==> config.mk <==
export PLATFORM = sky130hd
export DESIGN_NAME = spi_crc_rx
export DESIGN_NICKNAME = d
export VERILOG_FILES = /design/src/rtl/spi_crc_pkg.sv /design/src/rtl/spi_pin_sync.sv /design/src/rtl/spi_crc_lfsr.sv /design/src/rtl/spi_rx_framer.sv /design/src/rtl/spi_crc_rx.sv
export SDC_FILE = /design/constraint.sdc
export NUM_CORES = 1
export LEC_CHECK = 0
export BUFFER_PORTS_ARGS = -buffer_cell sky130_fd_sc_hd__buf_2
export CAP_MARGIN = 20
export CORE_MARGIN = 2
export CORE_UTILIZATION = 40
export CTS_CLUSTER_SIZE = 10
export DETAILED_ROUTE_END_ITERATION = 8
export PLACE_DENSITY = 0.68
export SLEW_MARGIN = 15
export SYNTH_ARGS = -nofsm -noshare
export SYNTH_HDL_FRONTEND = slang
export SYNTH_SLANG_ARGS = --single-unit
==> constraint.sdc <==
create_clock -name clk_i -period 3 [get_ports clk_i]
set_input_delay 0.3 -clock clk_i [delete_from_list [all_inputs] [get_ports clk_i]]
set_output_delay 0.3 -clock clk_i [all_outputs]
set_load 0.01 [all_outputs]
==> src/rtl/spi_crc_pkg.sv <==
package spi_crc_pkg;
  localparam int unsigned ADDR_W  = 8;
  localparam int unsigned DATA_W  = 16;
  localparam int unsigned CRC_W   = 8;
  localparam int unsigned PAY_W   = ADDR_W + DATA_W;
  localparam int unsigned FRAME_W = PAY_W + CRC_W;
  localparam int unsigned CNT_W   = $clog2(FRAME_W + 1);
  localparam logic [CRC_W-1:0] CRC_POLY = 8'h07;

  typedef struct packed {
    logic [ADDR_W-1:0] addr;
    logic [DATA_W-1:0] data;
  } payload_t;

  function automatic logic [CRC_W-1:0] crc_step(logic [CRC_W-1:0] c, logic b);
    logic fb;
    fb = c[CRC_W-1] ^ b;
    return {c[CRC_W-2:0], 1'b0} ^ (fb ? CRC_POLY : '0);
  endfunction

  function automatic logic [CRC_W-1:0] crc_calc(logic [PAY_W-1:0] p);
    logic [CRC_W-1:0] c;
    c = '0;
    for (int i = PAY_W - 1; i >= 0; i--) c = crc_step(c, p[i]);
    return c;
  endfunction
endpackage

==> src/rtl/spi_pin_sync.sv <==
module spi_pin_sync #(
  parameter int unsigned STAGES = 2,
  parameter int unsigned W      = 3
) (
  input  logic         clk_i,
  input  logic         rst_ni,
  input  logic [W-1:0] pin_i,
  output logic [W-1:0] lvl_o
);
  logic [STAGES-1:0][W-1:0] pipe_q;

  always_ff @(posedge clk_i or negedge rst_ni) begin
    if (!rst_ni) begin
      pipe_q <= '0;
    end else begin
      pipe_q[0] <= pin_i;
      for (int i = 1; i < STAGES; i++) pipe_q[i] <= pipe_q[i-1];
    end
  end

  assign lvl_o = pipe_q[STAGES-1];
endmodule

==> src/rtl/spi_crc_lfsr.sv <==
module spi_crc_lfsr
  import spi_crc_pkg::*;
(
  input  logic             clk_i,
  input  logic             rst_ni,
  input  logic             clr_i,
  input  logic             en_i,
  input  logic             bit_i,
  output logic [CRC_W-1:0] next_o
);
  logic [CRC_W-1:0] state_q;

  assign next_o = crc_step(state_q, bit_i);

  always_ff @(posedge clk_i or negedge rst_ni) begin
    if (!rst_ni)    state_q <= '0;
    else if (clr_i) state_q <= '0;
    else if (en_i)  state_q <= next_o;
  end
endmodule

==> src/rtl/spi_rx_framer.sv <==
module spi_rx_framer
  import spi_crc_pkg::*;
(
  input  logic             clk_i,
  input  logic             rst_ni,
  input  logic             crc_en_i,
  input  logic             sclk_rise_i,
  input  logic             latch_rise_i,
  input  logic             sdi_i,
  output logic [CNT_W-1:0] cnt_o,
  output logic             crc_err_o,
  output logic             commit_o,
  output payload_t         payload_o
);
  logic [CNT_W-1:0]   cnt_q, last_idx;
  logic [FRAME_W-2:0] sh_q;
  logic [FRAME_W-1:0] sh_nxt;
  logic               pend_q, last, good;
  payload_t           pay_q, pay_nxt;
  logic [CRC_W-1:0]   lfsr_nxt;

  spi_crc_lfsr u_lfsr (
    .clk_i  (clk_i),
    .rst_ni (rst_ni),
    .clr_i  (latch_rise_i | last),
    .en_i   (sclk_rise_i),
    .bit_i  (sdi_i),
    .next_o (lfsr_nxt)
  );

  always_comb begin
    last_idx = crc_en_i ? CNT_W'(FRAME_W - 1) : CNT_W'(PAY_W - 1);
    last     = sclk_rise_i && !latch_rise_i && (cnt_q == last_idx);
    sh_nxt   = {sh_q, sdi_i};
    pay_nxt  = crc_en_i ? payload_t'(sh_nxt[FRAME_W-1:CRC_W])
                        : payload_t'(sh_nxt[PAY_W-1:0]);
    // unprotected frames are always good
    good     = !crc_en_i || (lfsr_nxt == '0);
  end

  always_ff @(posedge clk_i or negedge rst_ni) begin
    if (!rst_ni) begin
      cnt_q  <= '0;
      sh_q   <= '0;
      pend_q <= 1'b0;
      pay_q  <= '0;
    end else if (latch_rise_i) begin
      cnt_q  <= '0;
      pend_q <= 1'b0;
    end else if (sclk_rise_i) begin
      sh_q <= sh_nxt[FRAME_W-2:0];
      if (last) begin
        cnt_q  <= '0;
        pend_q <= good;
        if (good) pay_q <= pay_nxt;
      end else begin
        cnt_q <= cnt_q + 1'b1;
      end
    end
  end

  assign cnt_o     = cnt_q;
  assign crc_err_o = last && !good;
  assign commit_o  = latch_rise_i && pend_q;
  assign payload_o = pay_q;
endmodule

==> src/rtl/spi_crc_rx.sv <==
module spi_crc_rx
  import spi_crc_pkg::*;
#(
  parameter logic [ADDR_W-1:0] CFG_ADDR    = 8'h57,
  parameter logic [ADDR_W-1:0] RDREQ_ADDR  = 8'h02,
  parameter logic [ADDR_W-1:0] SWRST_ADDR  = 8'h96,
  parameter int unsigned       CRC_EN_BIT  = 0,
  parameter int unsigned       SYNC_STAGES = 2
) (
  input  logic              clk_i,
  input  logic              rst_ni,
  input  logic              sclk_i,
  input  logic              sdi_i,
  input  logic              latch_i,
  output logic              sdo_o,
  output logic              wr_valid_o,
  output logic [ADDR_W-1:0] wr_addr_o,
  output logic [DATA_W-1:0] wr_data_o,
  output logic              rd_req_o,
  output logic [ADDR_W-1:0] rd_addr_o,
  input  logic [DATA_W-1:0] rd_data_i,
  output logic              crc_en_o,
  output logic              crc_flt_o,
  output logic              alarm_n_o
);
  logic [2:0]       pin_lvl;
  logic [1:0]       prev_q;
  logic             sclk_rise, latch_rise;
  logic [CNT_W-1:0] rx_cnt;
  logic             crc_err, commit;
  payload_t         pay;
  logic             is_cfg, is_rd, is_rst, clr_flt;
  logic             wr_valid_q, rd_req_q, crc_en_q, crc_flt_q;
  logic [ADDR_W-1:0]  wr_addr_q, rd_addr_q;
  logic [DATA_W-1:0]  wr_data_q;
  logic [FRAME_W-1:0] tx_q;

  spi_pin_sync #(.STAGES(SYNC_STAGES), .W(3)) u_sync (
    .clk_i  (clk_i),
    .rst_ni (rst_ni),
    .pin_i  ({latch_i, sclk_i, sdi_i}),
    .lvl_o  (pin_lvl)
  );

  always_ff @(posedge clk_i or negedge rst_ni) begin
    if (!rst_ni) prev_q <= '0;
    else         prev_q <= pin_lvl[2:1];
  end

  assign sclk_rise  = pin_lvl[1] & ~prev_q[0];
  assign latch_rise = pin_lvl[2] & ~prev_q[1];

  spi_rx_framer u_framer (
    .clk_i        (clk_i),
    .rst_ni       (rst_ni),
    .crc_en_i     (crc_en_q),
    .sclk_rise_i  (sclk_rise),
    .latch_rise_i (latch_rise),
    .sdi_i        (pin_lvl[0]),
    .cnt_o        (rx_cnt),
    .crc_err_o    (crc_err),
    .commit_o     (commit),
    .payload_o    (pay)
  );

  always_comb begin
    is_cfg  = pay.addr == CFG_ADDR;
    is_rd   = pay.addr == RDREQ_ADDR;
    is_rst  = pay.addr == SWRST_ADDR;
    clr_flt = commit && (is_rst || (is_cfg && !pay.data[CRC_EN_BIT]));
  end

  always_ff @(posedge clk_i or negedge rst_ni) begin
    if (!rst_ni) begin
      wr_valid_q <= 1'b0;
      wr_addr_q  <= '0;
      wr_data_q  <= '0;
      rd_req_q   <= 1'b0;
      rd_addr_q  <= '0;
      crc_en_q   <= 1'b0;
      crc_flt_q  <= 1'b0;
    end else begin
      wr_valid_q <= commit && !is_cfg && !is_rd && !is_rst;
      rd_req_q   <= commit && is_rd;
      if (commit) begin
        wr_addr_q <= pay.addr;
        wr_data_q <= pay.data;
      end
      if (commit && is_rd) rd_addr_q <= pay.data[ADDR_W-1:0];
      if (commit && is_rst)      crc_en_q <= 1'b0;
      else if (commit && is_cfg) crc_en_q <= pay.data[CRC_EN_BIT];
      if (clr_flt)      crc_flt_q <= 1'b0;
      else if (crc_err) crc_flt_q <= 1'b1;
    end
  end

  // readback word loads one cycle after the request, when rd_data_i is valid
  always_ff @(posedge clk_i or negedge rst_ni) begin
    if (!rst_ni)        tx_q <= '0;
    else if (rd_req_q)  tx_q <= {rd_addr_q, rd_data_i,
                                 crc_en_q ? crc_calc({rd_addr_q, rd_data_i}) : CRC_W'(0)};
    else if (sclk_rise) tx_q <= {tx_q[FRAME_W-2:0], 1'b0};
  end

  assign sdo_o      = tx_q[FRAME_W-1];
  assign wr_valid_o = wr_valid_q;
  assign wr_addr_o  = wr_addr_q;
  assign wr_data_o  = wr_data_q;
  assign rd_req_o   = rd_req_q;
  assign rd_addr_o  = rd_addr_q;
  assign crc_en_o   = crc_en_q;
  assign crc_flt_o  = crc_flt_q;
  assign alarm_n_o  = ~crc_flt_q;
endmodule


Word level (Yosys, flattened, before mapping)
Index checks and enable logic that the tools add are counted.

Register bits: 146. Bits of input ports: 21. Word-level logic and storage cells: 150. Output and inout port bits: 38.

Bitwise logic cells: 55. Multiplexer cells: 42. Equal/unequal tests: 4. Reduce and logical (&&, ||, !) cells: 31. Add/sub/neg operators: 1.

Operators with widths (number): bitwise XOR 8 x 3 -> 8 bit (20); two-way mux 3 bit (25); two-way mux 32 bit (2); two-way mux 24 bit (1); two-way mux 8 bit (3); bitwise XOR 1 bit (19); two-way mux 6 bit (3); logical AND 1 bit (12); nonzero test 2 bit (6); == test 8 x 2 -> 1 bit (second input constant) (1); == test 8 x 7 -> 1 bit (second input constant) (1); == test 8 bit (second input constant) (1); zero test 8 bit (1); zero test 1 bit (7); two-way mux 1 bit (7); bitwise XOR 7 x 3 -> 7 bit (1); adder 6 x 1 -> 6 bit (second input constant) (1); == test 6 bit (1); bitwise XOR 6 x 3 -> 6 bit (1); bitwise XOR 1 bit (first input constant) (5); bitwise XOR 5 x 3 -> 5 bit (1); two-way mux 4 bit (1); inverter 1 bit (4); AND reduction 2 bit (2); other kinds (5) (7).

Logic depth before layout (Yosys ltp)
Gate-level depths: netlist of run 1.

Depth in word-level cells: 63. Depth in mapped cells: 10. Mapped depth without buffers: 8.

Modules after synthesis
Synthesis of run 1 repeated with hierarchy kept, for this count alone.

Cell total of the unflattened synthesis: 610. Area, all modules: 7370.8 µm².

By module, submodules not included: spi_crc_rx (area an instance 3523.4 µm², sequential area each 1751.7 µm², cells an instance 288, instances 1); spi_rx_framer (area an instance 3253.1 µm², sequential area each 1551.5 µm², cells an instance 279, instances 1); spi_crc_lfsr (area an instance 421.7 µm², sequential area each 200.2 µm², cells an instance 34, instances 1); spi_pin_sync (area an instance 172.7 µm², sequential area each 150.1 µm², cells an instance 9, instances 1).

Worst setup path after synthesis of run 1
No wires, ideal clock.

Kind: register to register. Start point: register u_sync.pipe_q, in the netlist u_sync.lvl_o[0]. End point: register u_framer.pay_q, in the netlist u_framer.payload_o[0]. Setup time: 0.132 ns. Period minus slack after synthesis: 2.179 ns. Stages on the path, launching flop included: 11. Setup slack: 0.821 ns. Required time: 2.868 ns. Arrival time: 2.047 ns. Path buffers: 2. Path through: dfrtp_1 > xnor2_1 > ha_1 > or4b_1 > nor3_1 > a21boi_1 > nand2b_1 > buf_2 > buf_2 > nand2_1 > o21ai_1.

Word-level cells in the longest chain between the ends: 6. Elaborated cells between the ends (all ways): 7. Classes of those cells: mux: 2; bitwise: 2; reduce/logical: 3.

RTL lines: from (decl) (line spi_pin_sync.sv:10) `logic [STAGES-1:0][W-1:0] pipe_q;`; bitwise XOR 1 bit (line spi_crc_pkg.sv:17) `fb = c[CRC_W-1] ^ b;`; two-way mux 3 bit (line spi_crc_pkg.sv:18) `return {c[CRC_W-2:0], 1'b0} ^ (fb ? CRC_POLY : '0);`; bitwise XOR 8 x 3 -> 8 bit (line spi_crc_pkg.sv:18); zero test 8 bit (line spi_rx_framer.sv:38) `good = !crc_en_i || (lfsr_nxt == '0);`; logical OR 1 bit (line spi_rx_framer.sv:38); AND reduction 4 bit (no source line); to (signal assigned) (line spi_rx_framer.sv:55) `if (good) pay_q <= pay_nxt;`; to (decl) (line spi_rx_framer.sv:19) `payload_t pay_q, pay_nxt;`.

Several ways; a longest one is shown, not always the timed one. A chain may end at the register's enable or synchronous reset.

Worst setup path after layout of run 1
Start point: register u_sync.pipe_q, in the netlist u_sync.lvl_o[0]. End point: register u_framer.pay_q, in the netlist u_framer.payload_o[14].

Word-level cells in the longest chain between the ends: 6.

RTL lines (line): bitwise XOR 1 bit (spi_crc_pkg.sv:17); two-way mux 3 bit (spi_crc_pkg.sv:18); bitwise XOR 8 x 3 -> 8 bit (spi_crc_pkg.sv:18); zero test 8 bit (spi_rx_framer.sv:38); logical OR 1 bit (spi_rx_framer.sv:38); AND reduction 4 bit (no source line).

Every way passes these cells.

==> run metrics, run 1 <==
status=finished with violations; violated checks=hold timing; Lkg Pwr=3.58 nW; total global-route track usage=0.159; TritonCTS Buffers=17; Initial Util=0.412; std cell rows=46; #FFs+latches synth=146; design area=0.00778 sq mm; Synth Area per Inst=11.8 sq um; RSZ-0062 raised after global routing=no; Die Width=132 um; GRT busiest layer=met2; clk buf depth=2; initial antenna violation count=0; Final Hold Fails=8; period utilization=0.751; IO Port Bufs=58; vias in the first global route=4,292; remaining antenna violation count=0; largest net degree at the start of global routing=103; commonest non-fill, non-tap cells in the layout=146 x dfrtp_1, 80 x nand2_1, 57 x buf_2, 55 x mux2_2, 48 x mux2i_1; CTS Root Cell=clkbuf_16; Crit. End Element=register; Core Util, Final=0.486; Slew headroom=0.390; post-synth top area cell=dfrtp_1; Mapped Cells=561; vias=4,213; Setup TNS=0 ns; Layout area overhead=17.8%; Arr. time, crit path=2.54 ns; clock transition at the registers of the reported paths=0.06 ns; Tmin final=2.25 ns; Die Ht=132 um; Critical Path RT=3.28 ns; setup bufs post-CTS=0; CORE AREA=0.0160 sq mm; dpl hpwl=9270 um; diode count=0; Ys Warns=0; Netlist Area Pre-Place=0.00660 sq mm; Area after DPL=0.00712 sq mm; met3 GRT Util=0.0452; Area contributors post-synth=dfrtp_1 55%, mux2_2 9.4%, mux2i_1 7.3%; global-route wire length before repair=22,200 um; WL/cell=15.5 um; Die Footprint=0.0175 sq mm; area share of the leading cell type in the synthesized netlist=0.554; GR Util met2=0.260; Syn Nets=584; Max Clock Skew=0.00543 ns; total I/O pin count=59; crit path kind=register to register; power density cells=640 mW/mm^2; RePlAce Congestion=0.807; nets@finish=643; fmax=0.444 GHz; sequential area share after synthesis=0.554; Num Clock Sinks=146; GRT met1 Usage=0.205; worst vdd rail ir drop=0.453 mV; Critical path origin=u_sync.lvl_o[0]$_DFF_PN0_; Worst Max-Slew Pin Slew=0.914 ns; Max-Cap Viols=0; later-pin clock latency in the skew report=0.42 ns; DRC viols=0; H-tree depth=4; post-synth cell types=38; fill cell count=1,482; reg2reg start=u_sync.lvl_o[0]$_DFF_PN0_; Max FO, Critical Path=35; CTS tree=yes; share of layout cells above drive strength 1=0.258; hold_ws=-0.0177 ns; global route overflow=0; max-slew violation count=0; drt pass-1 iters=4; most common cell after layout, fill and taps aside=dfrtp_1; Post-Route WL=13,200 um; CP startpoint kind=register; Iteration-0 DRC Markers=235; hold crit path type=primary input to asynchronous set/reset pin; Vias per Instance=4.96; setup violators final=0
[worst paths after layout]
kind	slack [ns]	to	depth (start not counted)
setup / recovery	0.75	u_framer.payload_o[14]$_DFFE_PN0P_	9
hold / removal	-0.02	tx_q[1]$_DFFE_PN0P_	1
setup reg to reg	0.75	u_framer.payload_o[14]$_DFFE_PN0P_	9
hold reg to reg	0.35	u_sync.lvl_o[0]$_DFF_PN0_	0
max in group asynchronous	2.26	u_framer.sh_q[29]$_DFFE_PN0P_	2
min in group clk_i	0.22	tx_q[14]$_DFFE_PN0P_	3
[registers in the layout, summed over array words and instances, names as in the netlist, 2 cells and up]
register                 cells
tx_q                        32
u_framer.sh_q               31
u_framer.payload_o          24
wr_data_o                   16
rd_addr_o                    8
u_framer.u_lfsr.state_q      8
wr_addr_o                    8
u_framer.cnt_o               6
u_sync.lvl_o                 3
u_sync.pipe_q                3
prev_q                       2
[Yosys cell counts (all sizes together)]
master and count:
xnor2 47, buf 9, and2 2, nor3 3
clkbuf 21, or2 1, nor2b 4, mux2 55
nand4 1, nand3 3, mux2i 48, xor2 18
nor2 14, nand3b 1, a22o 7, and3 1
xor3 2, nor3b 8, or4b 1, o21ai 60
a221o 1, nor4b 1, inv 5, a21oi 13
a21o 1, nand2b 3, a21boi 1, clkinv 1
nand2 80, dfrtp 146, ha 2, a211oi 1
[per-layer routing]
metal / vias up / part of all wire
met5: - / 0
met4: 0 / 0.018
met3: 20 / 0.039
met2: 76 / 0.49
met1: 2096 / 0.46
li1: 2021 / -
[area by class of cell]
type	count	area, sq um	share of cell area
Sequential cell	146	3650	0.470
Multi-Input combinational cell	379	2800	0.359
Clock buffer	19	453	0.0582
Timing Repair Buffer	70	407	0.0523
Tap cell	216	270	0.0348
Clock inverter	13	175	0.0225
Inverter	6	22.5	0.00290
[critical path, stage by stage, from the launching register on]
cell and delay [ns]:
dfrtp_1 0.40, xnor2_1 0.27, ha_1 0.19, or4b_1 0.44, nor3_1 0.14, a21boi_1 0.10
nand2b_1 0.17, buf_4 0.23, nand2_1 0.09, o21ai_0 0.08
[logic make-up after synthesis]
kind of cell,count (synthesis),share of synthesized area
compound gates,84,0.0696
xor+xnor,67,0.100
fa+ha+maj,2,0.00379
buf+inv,36,0.0237
flops,146,0.554
mux,103,0.167
simple gates,123,0.0825
[power breakdown]
part / internal (mW) / total (mW) / switching [mW] / leakage [nW]
logic: 0.254 / 0.513 / 0.259 / 1.30
clock network: 1.37 / 2.20 / 0.834 / 0.300
registers: 2.14 / 2.26 / 0.123 / 1.97
total: 3.76 / 4.98 / 1.22 / 3.58
[through the flow]
step	cells	hold slack (ns)	power, mW	setup WS (ns)
global placement	814	0.338	2.79	0.821
detailed placement	814	0.338	2.82	0.750
finish	849	-0.0177	4.98	0.748
floorplan	561	0.00441	2.63	0.821
CTS	849	0.0305	5.03	0.732
global route	849	0.0490	5.21	0.408
[what timing repair did]
action,4_1_cts,5_1_grt
gates resized for setup,0,0
setup endpoints to repair,0,0
hold endpoints to repair,3,0
hold buffers,3,0
Power figures use the tool's default switching activity.
==> run 2: changes to the inputs <==
- clock period: 3 -> 2.2 ns (I/O delays scaled with it)
==> run metrics, run 2 (same netlist as run 1, synthesis figures left out) <==
status=complete, no violations; Most flops, register=tx_q; Internal Power=5.33 mW (+42%); share of power burned in registers=0.444 (-0.011); slowest stage delay, CP=0.42 ns (-0.02 ns); H-tree depth=4 (unchanged); Initial Util=0.412 (unchanged); crit-path leading delay family=simple AND/OR/NAND/NOR gates; worst path bufs/invs=1 (unchanged); diode count=0 (unchanged); Worst path slowest cell=or4b_1; dpl hpwl=9720 um (+4.8%); met3 WL post-DR=448 um (-13%); share of layout cells above drive strength 1=0.272 (+0.0149); max layer used=met4; vias in the first global route=4,506 (+5.0%); pre-CTS setup slack=0.0608 ns (-0.689 ns); max-slew violation count=0 (unchanged); Max-Cap Viols=0 (unchanged); IO Port Bufs=58 (unchanged); Non-Filler Instances=862 (+1.5%); worst vdd rail ir drop=0.656 mV (+45%); Final Hold Fails=0 (-8); WL/cell=15.9 um (+2.6%); period utilization=0.933 (+0.182); remaining antenna violation count=0 (unchanged); Clk pwr share=0.452 (+0.010); Max FO, Critical Path=14 (-60%); Hold Path Depth=3; TritonCTS Buffers=17 (unchanged); total global-route track usage=0.167 (+0.00813); hold crit path type=primary input to register; Crit. End Element=register; R2R cell count=9 (unchanged); CP Depth=9 (unchanged); power density cells=878 mW/mm^2 (+37%); crit path kind=register to register; initial antenna violation count=0 (unchanged); Die Footprint=0.0175 sq mm (unchanged); global-route wire length before repair=23,000 um (+3.9%); Critical Path RT=2.50 ns (-0.78 ns); RSZ-0062 raised after global routing=no; nets@finish=656 (+2.0%); Slew headroom=0.517 (+0.127); worst-path cell chain=xnor2_2 -> ha_1 -> or4b_1 -> nor3_1 -> a21boi_1 -> nand2b_4 -> buf_4 -> nand2_1 -> o21ai_1; Num Clock Sinks=146 (unchanged); Layout area overhead=20.2%; Die Width=132 um (unchanged); total I/O pin count=59 (unchanged); CTS Root Cell=clkbuf_16; placed insts=825 (+1.4%); vias=4,265 (+1.2%); Max Clock Skew=0.00740 ns (+0.00197 ns); largest net degree at the start of global routing=61 (-41%); Tmin final=2.05 ns (-0.199 ns); fmax=0.487 GHz (+9.7%); Iteration-0 DRC Markers=282 (+20%); Switch Pwr=1.64 mW (+35%); Post-Route WL=13,700 um (+4.2%); setup violators final=0 (unchanged); CORE AREA=0.0160 sq mm (unchanged); max reg flops=32 (unchanged); Setup TNS=0 ns (unchanged); M1 WL=6020 um (+0.42%); Comb power frac=0.104 (about the same); Die Ht=132 um (unchanged); met2 wire length=6980 um (+8.9%); CP startpoint kind=register; Arr. time, crit path=2.35 ns (-0.19 ns); later-pin clock latency in the skew report=0.42 ns (about the same); global route overflow=0 (unchanged); switching share of power=0.235 (-0.00915); Lkg Pwr=3.67 nW (+2.6%); drt pass-1 iters=4 (unchanged); Vias per Instance=4.95 (-0.29%); clk buf depth=2 (unchanged); commonest non-fill, non-tap cells in the layout=146 x dfrtp_1, 80 x nand2_1, 57 x buf_2, 55 x mux2_2, 48 x mux2i_1; RePlAce Congestion=0.810 (+0.36%); DRC viols=0 (unchanged); CTS tree=yes; most common cell after layout, fill and taps aside=dfrtp_1; Worst Max-Slew Pin Slew=0.722 ns (-0.192 ns); std cell rows=46 (unchanged); final worst setup slack=0.147 ns (-0.601 ns); clock transition at the registers of the reported paths=0.06 ns (about the same)
-- run 2: changes by cell type in the layout (fill, tap and decap cells not counted), sizes merged --
cell         delta
buf            +12
clkbuf          +1
clkinvlp        -1
inv             -1
dlygate4sd3     +1
bufinv          +2
clkinv          -1
-- run 2: final timing paths --
check | endpoint | slack, ns | from
min reg2reg | u_sync.lvl_o[1]$_DFF_PN0_ | 0.35 | u_sync.pipe_q[1]$_DFF_PN0_
min in group asynchronous | tx_q[8]$_DFFE_PN0P_ | 0.26 | rst_ni
min | tx_q[10]$_DFFE_PN0P_ | 0.14 | rd_data_i[2]
max | u_framer.payload_o[13]$_DFFE_PN0P_ | 0.15 | u_framer.u_lfsr.state_q[7]$_DFFE_PN0P_
max reg2reg | u_framer.payload_o[13]$_DFFE_PN0P_ | 0.15 | u_framer.u_lfsr.state_q[7]$_DFFE_PN0P_
max in group asynchronous | u_framer.sh_q[23]$_DFFE_PN0P_ | 1.20 | rst_ni
-- run 2: per-stage QoR --
stage	hold WS (ns)	util	total power, mW	instance area (sq um)
2_1_floorplan	-0.0756	-	3.59	6600
3_3_place_gp	0.137	0.451	3.82	7210
3_5_place_dp	0.138	0.451	3.85	7210
4_1_cts	0.130	0.494	7.04	7900
5_1_grt	0.145	0.496	7.25	7930
6_report	0.143	0.496	6.97	7930
-- run 2: area by class of cell --
type	count	area, sq um
repair buffers	83	519
clock inverters	12	201
well taps	216	270
inverters	6	22.5
multi-input cells	379	2820
clock buffers	20	447
fillers	1466	8070
flip-flops and latches	146	3650
-- run 2: per-layer routing --
metal | up-vias | GRT usage
met1 | 2113 | 0.210
met4 | 0 | 0.0699
met5 | - | 0
met3 | 20 | 0.0375
li1 | 2058 | -
met2 | 74 | 0.281
-- run 2: power groups by stage --
stage          logic (mW)  registers [mW]  clock network (mW)
2_1_floorplan       0.515            3.08                   0
6_report            0.724            3.09                3.15
3_3_place_gp        0.698            3.13                   0
5_1_grt             0.810            3.12                3.32
3_5_place_dp        0.717            3.14                   0
4_1_cts             0.735            3.10                3.21
-- run 2: tightest hold or removal path, stage by stage --
cell,delay [ns]
buf_2,0.10
mux2i_1,0.06
o21ai_0,0.14
-- run 2: repair_timing --
| item | CTS | global route |
|---|---|---|
| gates resized for setup | 0 | 5 |
| hold buffers | 4 | 0 |
| endpoints found under the setup margin | 0 | 25 |
| setup buffers | 0 | 1 |
| endpoints found under the hold margin | 36 | 0 |
